`src/rtl/can_mb_irq_agg.sv`:
```
module can_mb_irq_agg #(
  parameter int NUM_MB    = 32,
  parameter int FIFO_BIT  = 5
) (
  input  logic              clk,
  input  logic              rst_n,
  input  logic [NUM_MB-1:0] mb_set,
  input  logic [4:0]        st_set,
  input  logic              fifo_en,
  input  logic              wr_en,
  input  logic [2:0]        wr_sel,
  input  logic [NUM_MB-1:0] wr_data,
  output logic [NUM_MB-1:0] flag_q,
  output logic [NUM_MB-1:0] mask_q,
  output logic [4:0]        stat_q,
  output logic              irq_mb,
  output logic [4:0]        irq_st
);

  localparam logic [2:0] SEL_FLAG = 3'd0;
  localparam logic [2:0] SEL_MASK = 3'd1;
  localparam logic [2:0] SEL_STAT = 3'd2;
  localparam logic [2:0] SEL_CTRL = 3'd3;
  localparam logic [2:0] SEL_WAKE = 3'd4;
  localparam logic [NUM_MB-1:0] LOW_BITS = NUM_MB'((64'd1 << FIFO_BIT) - 64'd1);

  logic [NUM_MB-1:0] flag_r, mask_r, keep, flag_clr, flag_nxt;
  logic [4:0]        stat_r, stat_clr;
  logic [3:0]        fault_en_r;
  logic              wake_en_r;

  assign keep     = fifo_en ? ~LOW_BITS : '1;
  assign flag_clr = (wr_en && wr_sel == SEL_FLAG) ? wr_data : '0;
  assign flag_nxt = ((flag_r & ~flag_clr) | mb_set) & keep;
  assign stat_clr = (wr_en && wr_sel == SEL_STAT) ? wr_data[4:0] : 5'd0;

  always_ff @(posedge clk) begin
    if (!rst_n) begin
      flag_r     <= '0;
      mask_r     <= '0;
      stat_r     <= '0;
      fault_en_r <= '0;
      wake_en_r  <= 1'b0;
    end else begin
      flag_r <= flag_nxt;
      stat_r <= (stat_r & ~stat_clr) | st_set;
      if (wr_en && wr_sel == SEL_MASK) mask_r     <= wr_data;
      if (wr_en && wr_sel == SEL_CTRL) fault_en_r <= wr_data[3:0];
      if (wr_en && wr_sel == SEL_WAKE) wake_en_r  <= wr_data[0];
    end
  end

  assign flag_q = flag_r & keep;
  assign mask_q = mask_r;
  assign stat_q = stat_r;
  assign irq_mb = |(flag_q & mask_r);
  assign irq_st = stat_r & {wake_en_r, fault_en_r};

  // a set pulse on a live bit always lands
  p_set_lands_r2: assert property (@(posedge clk) disable iff (!rst_n)
    |(mb_set & keep) |=> ((flag_r & $past(mb_set & keep)) == $past(mb_set & keep)));

  // written ones clear when no set collides
  p_w1c_clears_r3: assert property (@(posedge clk) disable iff (!rst_n)
    (wr_en && wr_sel == SEL_FLAG && mb_set == '0) |=> ((flag_r & $past(wr_data)) == '0));

  // mask writes leave flags alone
  p_mask_keeps_flags_r6: assert property (@(posedge clk) disable iff (!rst_n)
    (wr_en && wr_sel == SEL_MASK && mb_set == '0 && !fifo_en) |=> $stable(flag_r));

  // low bits hold no state across a FIFO-mode cycle
  p_fifo_low_empty_r7: assert property (@(posedge clk) disable iff (!rst_n)
    fifo_en |=> ((flag_r & LOW_BITS) == '0));

  // status set pulses always land
  p_stat_set_r8: assert property (@(posedge clk) disable iff (!rst_n)
    |st_set |=> ((stat_r & $past(st_set)) == $past(st_set)));

  // an interrupt needs a pending status bit
  p_irq_needs_stat_r9: assert property (@(posedge clk) disable iff (!rst_n)
    ((irq_st & ~stat_q) == 5'd0));

endmodule

```
`config.mk`:
```
export PLATFORM = sky130hd
export DESIGN_NAME = can_mb_irq_agg
export DESIGN_NICKNAME = d
export VERILOG_FILES = /design/src/rtl/can_mb_irq_agg.sv
export SDC_FILE = /design/constraint.sdc
export NUM_CORES = 1
export LEC_CHECK = 0
export ABC_AREA = 1
export BUFFER_PORTS_ARGS = -buffer_cell sky130_fd_sc_hd__buf_2
export CAP_MARGIN = 40
export CELL_PAD_IN_SITES_DETAIL_PLACEMENT = 1
export CELL_PAD_IN_SITES_GLOBAL_PLACEMENT = 2
export CORE_MARGIN = 4
export CORE_UTILIZATION = 24
export CTS_CLUSTER_DIAMETER = 40
export DETAILED_ROUTE_END_ITERATION = 12
export MAX_ROUTING_LAYER = met4
export PLACE_DENSITY = 0.83
export SETUP_SLACK_MARGIN = 0.5
export SLEW_MARGIN = 25
export SYNTH_ARGS = -nofsm -noshare
export SYNTH_HDL_FRONTEND = slang
export SYNTH_SLANG_ARGS = --single-unit
```
`constraint.sdc`:
```
create_clock -name clk -period 1.4 [get_ports clk]
set_input_delay 0.21 -clock clk [delete_from_list [all_inputs] [get_ports clk]]
set_output_delay 0.21 -clock clk [all_outputs]
set_load 0.05 [all_outputs]
```
== After elaboration in Yosys (flattened, before gate mapping) ==
Index checks and enable logic that the tools add are counted.

* Register bits: 74
* Output and inout bits: 75
* Word-level logic and storage cells: 29

* Equality and inequality tests: 4
* Mux-type cells: 3
* Bitwise operators: 10
* Reductions and logical operators: 7

{| class="wikitable"
|+ Operator list
! operator !! number
|-
| 32-bit AND || 4
|-
| 32-bit two-way mux || 1
|-
| 32-bit inverter || 1
|-
| 32-bit bitwise OR || 1
|-
| 32-bit OR reduction || 1
|-
| 5-bit AND || 2
|-
| 5-bit two-way mux || 2
|-
| 3-bit by 2-bit == test with 1-bit output, second input constant || 2
|-
| 1-bit logical AND || 5
|-
| 5-bit inverter || 1
|-
| 5-bit bitwise OR || 1
|-
| 3-bit by 1-bit == test with 1-bit output, second input constant || 1
|-
| 3-bit == test, second input constant || 1
|-
| 3-bit logical NOT || 1
|}

== Logic depth before layout (Yosys ltp) ==
Gate-level depths: netlist of run 1.

* Depth after elaboration: 7
* Depth in mapped cells: 7

== Worst setup path after synthesis of run 1 ==
Ideal clock, no wire load.

* Kind: register -> output
* Start: reg flag_r[2]
* End: out irq_mb
* Data arrival time: 1654 ps
* Required time: 1190 ps
* Path slack: -464 ps
* Cell stages (with the launch flop): 7
* Path buffers: 0
* Cells stage by stage: dfxtp_1 inv_1 nor2_1 nand2_1 nand2_1 a21oi_1 nand3_1

* Word-level cells in the longest chain between the ends: 3

{| class="wikitable"
|+ Ends and longest elaborated chain
! item !! RTL line !! text
|-
| start: declaration || 27 || <nowiki>logic [NUM_MB-1:0] flag_r, mask_r, keep, flag_clr, flag_nxt;</nowiki>
|-
| start signal: assignment || 45 || <nowiki>flag_r <= flag_nxt;</nowiki>
|-
| 32-bit AND || 53 || <nowiki>assign flag_q = flag_r & keep;</nowiki>
|-
| named net flag_q[2] || 13 || <nowiki>output logic [NUM_MB-1:0] flag_q,</nowiki>
|-
| 32-bit AND || 56 || <nowiki>assign irq_mb = |(flag_q & mask_r);</nowiki>
|-
| 32-bit OR reduction || 56 ||
|-
| end: declaration || 16 || <nowiki>output logic irq_mb,</nowiki>
|}

The timed path passes the listed nets, and every way through them passes these cells.

== Worst setup path in the final report of run 1 ==
* Start: reg mask_r[21] (netlist: mask_q[21])
* End: out irq_mb

* Word-level cells in the longest chain between the ends: 2

{| class="wikitable"
|+ Ends and longest elaborated chain
! item !! RTL line !! text
|-
| start: declaration || 27 ||
|-
| start signal: assignment || 47 || <nowiki>if (wr_en && wr_sel == SEL_MASK) mask_r <= wr_data;</nowiki>
|-
| 32-bit AND || 56 ||
|-
| 32-bit OR reduction || 56 ||
|}

Every way passes these cells.

==> impl_summary.txt, run 1 <==
----------------------------------------------------
[Run status]
  Result of the run ... complete, but fails checks
  Violations in the final reports ... setup timing

[Clocking]
  Inserted Clock Buffers ... 9
  Post-CTS clock slew at the launch and capture registers of the worst setup and hold paths ... approximately 60 ps
  Maximum level of the CTS H-tree ... 3
  Clock network latency to the later pin of the worst-skew pair ... 340 ps
  Clk root buf ... sky130_fd_sc_hd__clkbuf_16
  Clock sink count ... 74
  Clock tree from TritonCTS ... yes
  Maximum buffer depth of the clock tree ... 2

[Timing]
  Minimum period implied by the final worst setup slack ... 1600 ps
  Worst hold slack across all endpoints ... 77.8 ps
  Worst Tran Pin Value ... between 200 and 250 ps
  Maximum achievable frequency ... 626 MHz
  Period Utilization, post-route ... 1.14
  Final worst-path setup slack ... -199 ps
  Final setup violation count ... 1
  Final Max Tran Viols ... 0
  RSZ-0062 raised after global routing ... yes
  Max-slew headroom at the worst pin ... 0.858
  Number of failing hold endpoints at the final stage ... 0
  Worst clock skew on the final layout ... 0 ps

[Floorplan]
  Core area ... about 0.013 sq mm
  Die X ... 123 um
  Chip height ... 123 um
  Initial Utilization ... 0.248
  Overall die area ... 0.0150 sq mm
  Standard-cell row count ... 41
  I/O pin count ... 151

[Hold path]
  Type of the tightest min-delay check ... input port to flop
  Hold path depth ... 3

[Worst setup path]
  Delay of the slowest critical-path stage ... between 300 and 400 ps
  R2R depth ... 4
  Crit Path Class ... flop to output port
  Levels on crit path ... 7
  Endpoint class of the critical path ... output port
  Critical path data required time ... around 1200 ps
  Cell class contributing the biggest share of worst-path delay ... simple AND/OR/NAND/NOR gates
  Most common cell on crit path ... sky130_fd_sc_hd__nand2_2
  Combined buffer and inverter count along the critical path ... 1
  Startpoint Class ... flop
  Worst Path Max Fanout ... 2
  Slowest cell on the critical path ... sky130_fd_sc_hd__dfxtp_4
  Ordered cell list for the critical path ... nand2_2 -> nand2_2 -> nor2_1 -> nand2_1 -> nor2_2 -> nand3_4 -> buf_8
  Data arrival time of the worst path ... around 1400 ps

[Cells and area]
  Final core utilization ... 0.469
  Area delta synth->final ... 89.2%
  Final Non-Filler Cells ... 782
  Number of nets in the layout ... 682
  Fraction of final layout cells sized beyond drive strength 1 ... 0.589
  Number of fill cells ... 1483
  Area of all placed cells without fillers ... 0.00596 sq mm

[Routing]
  Number of DRC markers after the initial detailed-route iteration ... 98
  DRC viols ... 0
  Residual antenna-violating net count after detailed routing ... 0
  Iteration count of the initial detailed-routing pass ... 4
  Average wire length per cell after detail routing ... 17.0 um
  Post-DR vias/cell ... 4.57
  Detailed Route WL ... 13.3 mm
  Routed vias ... 3573

[Global route]
  Largest net degree at the start of global routing ... 26
  Initial antenna violation count ... 2
  Via count of the first global-routing pass ... 3855
  Global route overflow ... 0
  Wire length of the first global-routing pass ... 19.6 mm
  Global-route usage over all layers ... 0.177

[Synth]
  Mean instance size in the synthesized netlist ... just over 7 sq um
  Number of warnings reported in the yosys synthesis log ... 0
  Portion of the post-synthesis area used by sequential elements ... 0.470
  Post-synthesis sequential element count ... 74
  Synthesized Nets ... 516
  Unique cell type count in the Yosys netlist ... 16
  Area of the mapped netlist ... 0.00315 sq mm
  Gate Count Post-Synth ... 440

[Place]
  Final HPWL from detailed placement ... 8.98 mm
  Placed instance area ... 0.00421 sq mm
  Final estimated routing congestion in global placement ... 0.830
  Cell count after placement ... 732
  I/O Buffers ... 150

[Power and ir drop]
  P_leak ... 2.60 nW
  PwrDens ... between 900 and 1000 mW/mm^2
  Max IR drop VDD ... 0.000431 V

[Flow run]
  Max Cap Viol ... 0

----------------------------------------------------
[stage by stage]
step / setup TNS [ps] / power, mW / setup WS, ps
after floorplan: 0 / 3.11 / 175
after global placement: -73.5 / 3.40 / -73.5
after detailed placement: -60.0 / 3.42 / -60.0
after CTS: -231 / 5.81 / -231
after global routing: -284 / 6.14 / -284
final: -199 / 5.87 / -199
[registers in the layout, summed over array words and instances, names as in the netlist]
register / flops
flag_r: 32
stat_q: 5
wake_en_r: 1
fault_en_r: 4
mask_q: 32
[cell families (layout without fill, tap and decap cells)]
kind of cell,count (synthesis),in the layout,synth area share
and+or+nand+nor,222,222,0.288
other,0,2,0
DFF,74,74,0.470
buffers and inverters,68,236,0.121
AOI/OAI and AO/OA,76,76,0.121
[cells in the mapped netlist (all sizes together)]
master | n | area share
inv | 20 | 0.024
o21ai | 37 | 0.059
dfxtp | 74 | 0.47
nor2 | 125 | 0.15
nand4 | 5 | 0.0099
nand3 | 38 | 0.062
nand2 | 54 | 0.064
buf | 41 | 0.089
clkbuf | 7 | 0.0083
a21oi | 39 | 0.062
[cells in the final DEF, fill, tap and decap left out]
cell type and count:
sky130_fd_sc_hd__buf_2 72, sky130_fd_sc_hd__nand3_4 3, sky130_fd_sc_hd__buf_6 30, sky130_fd_sc_hd__inv_1 5
sky130_fd_sc_hd__nand3_2 2, sky130_fd_sc_hd__clkbuf_16 13, sky130_fd_sc_hd__diode_2 2, sky130_fd_sc_hd__clkinv_2 1
sky130_fd_sc_hd__inv_4 1, sky130_fd_sc_hd__dfxtp_1 1, sky130_fd_sc_hd__a21oi_1 33, sky130_fd_sc_hd__buf_4 15
sky130_fd_sc_hd__nor2_4 12, sky130_fd_sc_hd__nand2_2 13, sky130_fd_sc_hd__buf_12 10, sky130_fd_sc_hd__nor2_1 107
sky130_fd_sc_hd__clkbuf_1 2, sky130_fd_sc_hd__nand3_1 33, sky130_fd_sc_hd__dfxtp_4 23, sky130_fd_sc_hd__nor2_2 6
sky130_fd_sc_hd__clkinvlp_4 5, sky130_fd_sc_hd__a21oi_2 6, sky130_fd_sc_hd__nand2_1 34, sky130_fd_sc_hd__o21ai_1 26
sky130_fd_sc_hd__o21ai_0 4, sky130_fd_sc_hd__dfxtp_2 50, sky130_fd_sc_hd__clkinv_8 1, sky130_fd_sc_hd__nand4_1 5
sky130_fd_sc_hd__nand2_4 7, sky130_fd_sc_hd__buf_8 72, sky130_fd_sc_hd__clkbuf_8 1, sky130_fd_sc_hd__o21ai_2 7
sky130_fd_sc_hd__inv_2 8
[per-layer routing]
layer / track usage / wire [um] / vias to the layer above
met5: - / 0 / -
met4: 0.0651 / 310 / 0
met3: 0.0456 / 795 / 17
met2: 0.301 / 6750 / 106
met1: 0.200 / 5440 / 1720
li1: - / - / 1730
[power breakdown]
| part | internal (mW) | switching, mW |
|---|---|---|
| combinational | 0.646 | 0.820 |
| clock | 1.22 | 0.846 |
| sequential | 2.22 | 0.125 |
[timing repair]
item	4_1_cts	5_1_grt
cloned	0	4
setup buffers	8	23
pin swaps	14	23
gates resized for setup	277	95
hold buffers	0	0
setup endpoints to repair	114	101
[area by class of cell]
class | instances | area [sq um] | share of cell area
Tap cell | 172 | 215 | 0.0361
Inverter | 20 | 109 | 0.0183
Sequential cell | 74 | 1630 | 0.273
Timing Repair Buffer | 203 | 2190 | 0.368
Clock buffer | 12 | 246 | 0.0413
Clock inverter | 1 | 5.00 | 0.000839
Multi-Input combinational cell | 298 | 1560 | 0.262
Antenna cell | 2 | 5.00 | 0.000839
[path summary, 6_finish.rpt]
kind	startpoint	end	slack, ps
worst min register to register	wake_en_r$_SDFFE_PN0P_	wake_en_r$_SDFFE_PN0P_	460
worst max-delay path	mask_q[21]$_SDFFE_PN0P_	irq_mb	-200
worst min-delay path	mb_set[31]	flag_r[31]$_SDFF_PN0_	80
worst max register to register	flag_r[13]$_SDFF_PN0_	flag_r[13]$_SDFF_PN0_	550
[worst reg2reg max path: stages (launching register included)]
cell and delay (ps):
sky130_fd_sc_hd__dfxtp_2 330, sky130_fd_sc_hd__buf_4 130, sky130_fd_sc_hd__buf_6 110, sky130_fd_sc_hd__a21oi_2 120, sky130_fd_sc_hd__nor2_1 50
Note: power is estimated with default switching activity, not from simulation.
==> run 2: changes to the inputs <==
Clock period 1.4 ns to 1.8 ns, I/O delays scaled along.
==> impl_summary.txt, run 2 (synthesized netlist as in run 1, its figures left out) <==
----------------------------------------------------
[Routing]
  Residual antenna-violating net count after detailed routing ... 0 (unchanged)
  DRC viols ... 0 (unchanged)
  Routed vias ... 3342 (-6.5%)
  Number of DRC markers after the initial detailed-route iteration ... 129 (+32%)
  Iteration count of the initial detailed-routing pass ... 4 (unchanged)
  Post-DR vias/cell ... 4.48 (-2.0%)
  Detailed Route WL ... 11.6 mm (-12%)
  Average wire length per cell after detail routing ... 15.6 um (-8.2%)

[Worst setup path]
  Delay of the slowest critical-path stage ... 330 ps (about the same)
  R2R depth ... 3 (-1)
  RR Startpoint ... flag_r[4]$_SDFF_PN0_
  Crit Path Class ... flop to output port
  Critical path data required time ... 1530 ps (+340 ps)
  Endpoint class of the critical path ... output port
  Critical register-to-register path endpoint ... flag_r[4]$_SDFF_PN0_
  Worst Path Max Fanout ... 3 (+1)
  Slowest cell on the critical path ... sky130_fd_sc_hd__dfxtp_2
  Startpoint Class ... flop
  Data arrival time of the worst path ... 1380 ps (about the same)
  Ordered cell list for the critical path ... nand2_2 -> nand2_2 -> nor2_4 -> nand2_4 -> nor2_4 -> nand3_4 -> buf_8
  Slack of the worst reg-to-reg path ... 1050 ps (+500 ps)

[Power and ir drop]
  PwrDens ... 948 mW/mm^2 (-3.7%)
  Power Total ... 4.23 mW (-28%)
  P_leak ... 2.10 nW (-19%)
  Max IR drop VDD ... 0.000350 V (-19%)

[Cells and area]
  Area delta synth->final ... 41.4%
  Final core utilization ... 0.350 (-0.118)
  Final Non-Filler Cells ... 746 (-4.6%)
  Fraction of final layout cells sized beyond drive strength 1 ... 0.460 (-0.129)
  Leading cell types in the layout, fill and taps excluded ... 136 x sky130_fd_sc_hd__buf_2, 110 x sky130_fd_sc_hd__nor2_1, 49 x sky130_fd_sc_hd__dfxtp_2
  Number of fill cells ... 1637 (+10%)
  Most common cell after layout, fill and taps aside ... sky130_fd_sc_hd__buf_2
  Multi-input logic area ... 0.00142 sq mm (-9.3%)
  Flip-flop and latch area ... 0.00154 sq mm (-5.4%)
  Number of nets in the layout ... 642 (-5.9%)

[Hold path]
  Hold path depth ... 3 (unchanged)
  Hold path startpoint ... mb_set[6]
  Worst min-delay path endpoint ... flag_r[6]$_SDFF_PN0_
  Type of the tightest min-delay check ... input port to flop

[Flow run]
  Max Cap Viol ... 0 (unchanged)

[Timing]
  Number of failing hold endpoints at the final stage ... 0 (unchanged)
  Max-slew headroom at the worst pin ... 0.781 (-0.0771)
  Worst Tran Pin Value ... 329 ps (+116 ps)
  Minimum period implied by the final worst setup slack ... 1650 ps
  Period Utilization, post-route ... 0.917
  Total Neg Setup Slack ... 0 ps (+199 ps)
  Final setup violation count ... 0 (-1)
  RSZ-0062 raised after global routing ... yes
  Final Max Tran Viols ... 0 (unchanged)
  Worst clock skew on the final layout ... 0 ps (unchanged)
  Maximum achievable frequency ... 606 MHz

[Global route]
  GR met1 Demand/Resource ... 0.187 (-0.0131)
  Global-route met2 utilization ... 0.260 (-0.0412)
  Global route overflow ... 0 (unchanged)
  Global-route usage over all layers ... 0.160 (-0.0171)
  Largest net degree at the start of global routing ... 34 (+31%)
  Wire length of the first global-routing pass ... 17.6 mm (-10%)
  Via count of the first global-routing pass ... 3450 (-11%)
  Busiest grt layer ... met2
  Initial antenna violation count ... 4 (+2)
  Met3 usage ... 0.0442 (-0.00138)

[Clocking]
  Post-CTS clock slew at the launch and capture registers of the worst setup and hold paths ... 60 ps (about the same)
  Clock sink count ... 74 (unchanged)
  Clk root buf ... sky130_fd_sc_hd__clkbuf_16
  Clock network latency to the later pin of the worst-skew pair ... 330 ps (about the same)
  Maximum level of the CTS H-tree ... 3 (unchanged)
  Clock tree from TritonCTS ... yes
  Maximum buffer depth of the clock tree ... 2 (unchanged)
  Inserted Clock Buffers ... 9 (unchanged)

[Place]
  Final HPWL from detailed placement ... 8.81 mm (-1.9%)
  I/O Buffers ... 150 (unchanged)
  Cell count after placement ... 723 (-1.2%)
  Final estimated routing congestion in global placement ... 0.813 (-2.0%)

[Floorplan]
  Die X ... 123 um (unchanged)
  Overall die area ... 0.0150 sq mm (unchanged)
  Initial Utilization ... 0.248 (unchanged)
  Core area ... 0.0127 sq mm (unchanged)
  Standard-cell row count ... 41 (unchanged)
  Chip height ... 123 um (unchanged)
  I/O pin count ... 151 (unchanged)

[Run status]
  Result of the run ... complete, no violations

----------------------------------------------------
[run 2: changes by cell type in the layout (fill, tap and decap cells not counted), moves of 8 or more]
| cell | before | now |
|---|---|---|
| sky130_fd_sc_hd__buf_12 | 10 | 2 |
| sky130_fd_sc_hd__dfxtp_1 | 1 | 25 |
| sky130_fd_sc_hd__buf_2 | 72 | 136 |
| sky130_fd_sc_hd__buf_6 | 30 | 4 |
| sky130_fd_sc_hd__inv_1 | 5 | 14 |
| sky130_fd_sc_hd__dfxtp_4 | 23 | 0 |
| sky130_fd_sc_hd__buf_8 | 72 | 3 |
[run 2: final cells by class]
type,instances,share of cell area
repair buffers,163,0.212
clock inverters,4,0.00449
flip-flops and latches,74,0.346
diodes,4,0.00225
clock buffers,11,0.0522
well taps,172,0.0483
inverters,20,0.0168
multi-input cells,298,0.318
[run 2: worst max path at each step]
stage / cells past startpoint / slack (ps) / start / endpoint
final: 7 / 150 / flag_r[13]$_SDFF_PN0_ / irq_mb
after global routing: 7 / 70 / flag_r[13]$_SDFF_PN0_ / irq_mb
after CTS: 7 / 90 / flag_r[25]$_SDFF_PN0_ / irq_mb
after detailed placement: 9 / 220 / fifo_en / irq_mb
after global placement: 9 / 240 / fifo_en / irq_mb
after floorplan: 6 / 490 / flag_r[2]$_SDFF_PN0_ / irq_mb
[run 2: power breakdown]
group | internal [mW] | leakage, nW | switching [mW] | total (mW)
Combinational | 0.248 | 1.35 | 0.577 | 0.825
Sequential | 1.74 | 0.629 | 0.0645 | 1.80
Clock | 0.916 | 0.129 | 0.683 | 1.60
Total | 2.90 | 2.10 | 1.32 | 4.23
[run 2: critical path, delay by kind of cell (launching register included)]
family | cells | cell delay [ps]
flops | 1 | 330
buf+inv | 1 | 160
simple gates | 6 | 550
[run 2: stage by stage]
stage	setup WS, ps	cell area [sq um]	hold slack, ps
2_1_floorplan	487	3230	387
3_3_place_gp	235	3990	441
3_5_place_dp	222	3990	451
4_1_cts	94.8	4350	127
5_1_grt	66.7	4460	139
6_report	149	4460	140
[run 2: metal layers]
layer  routed length, um  vias up
met5                   0        -
met4                 193        0
met3                 787       16
met2                5670      103
met1                4990     1569
li1                    -     1654
[run 2: repair_timing]
item,CTS,global route
gates resized for setup,36,31
endpoints found under the setup margin,11,10
pin swaps,9,17
buffers inserted,1,3
gates cloned,0,0
hold buffers,0,0
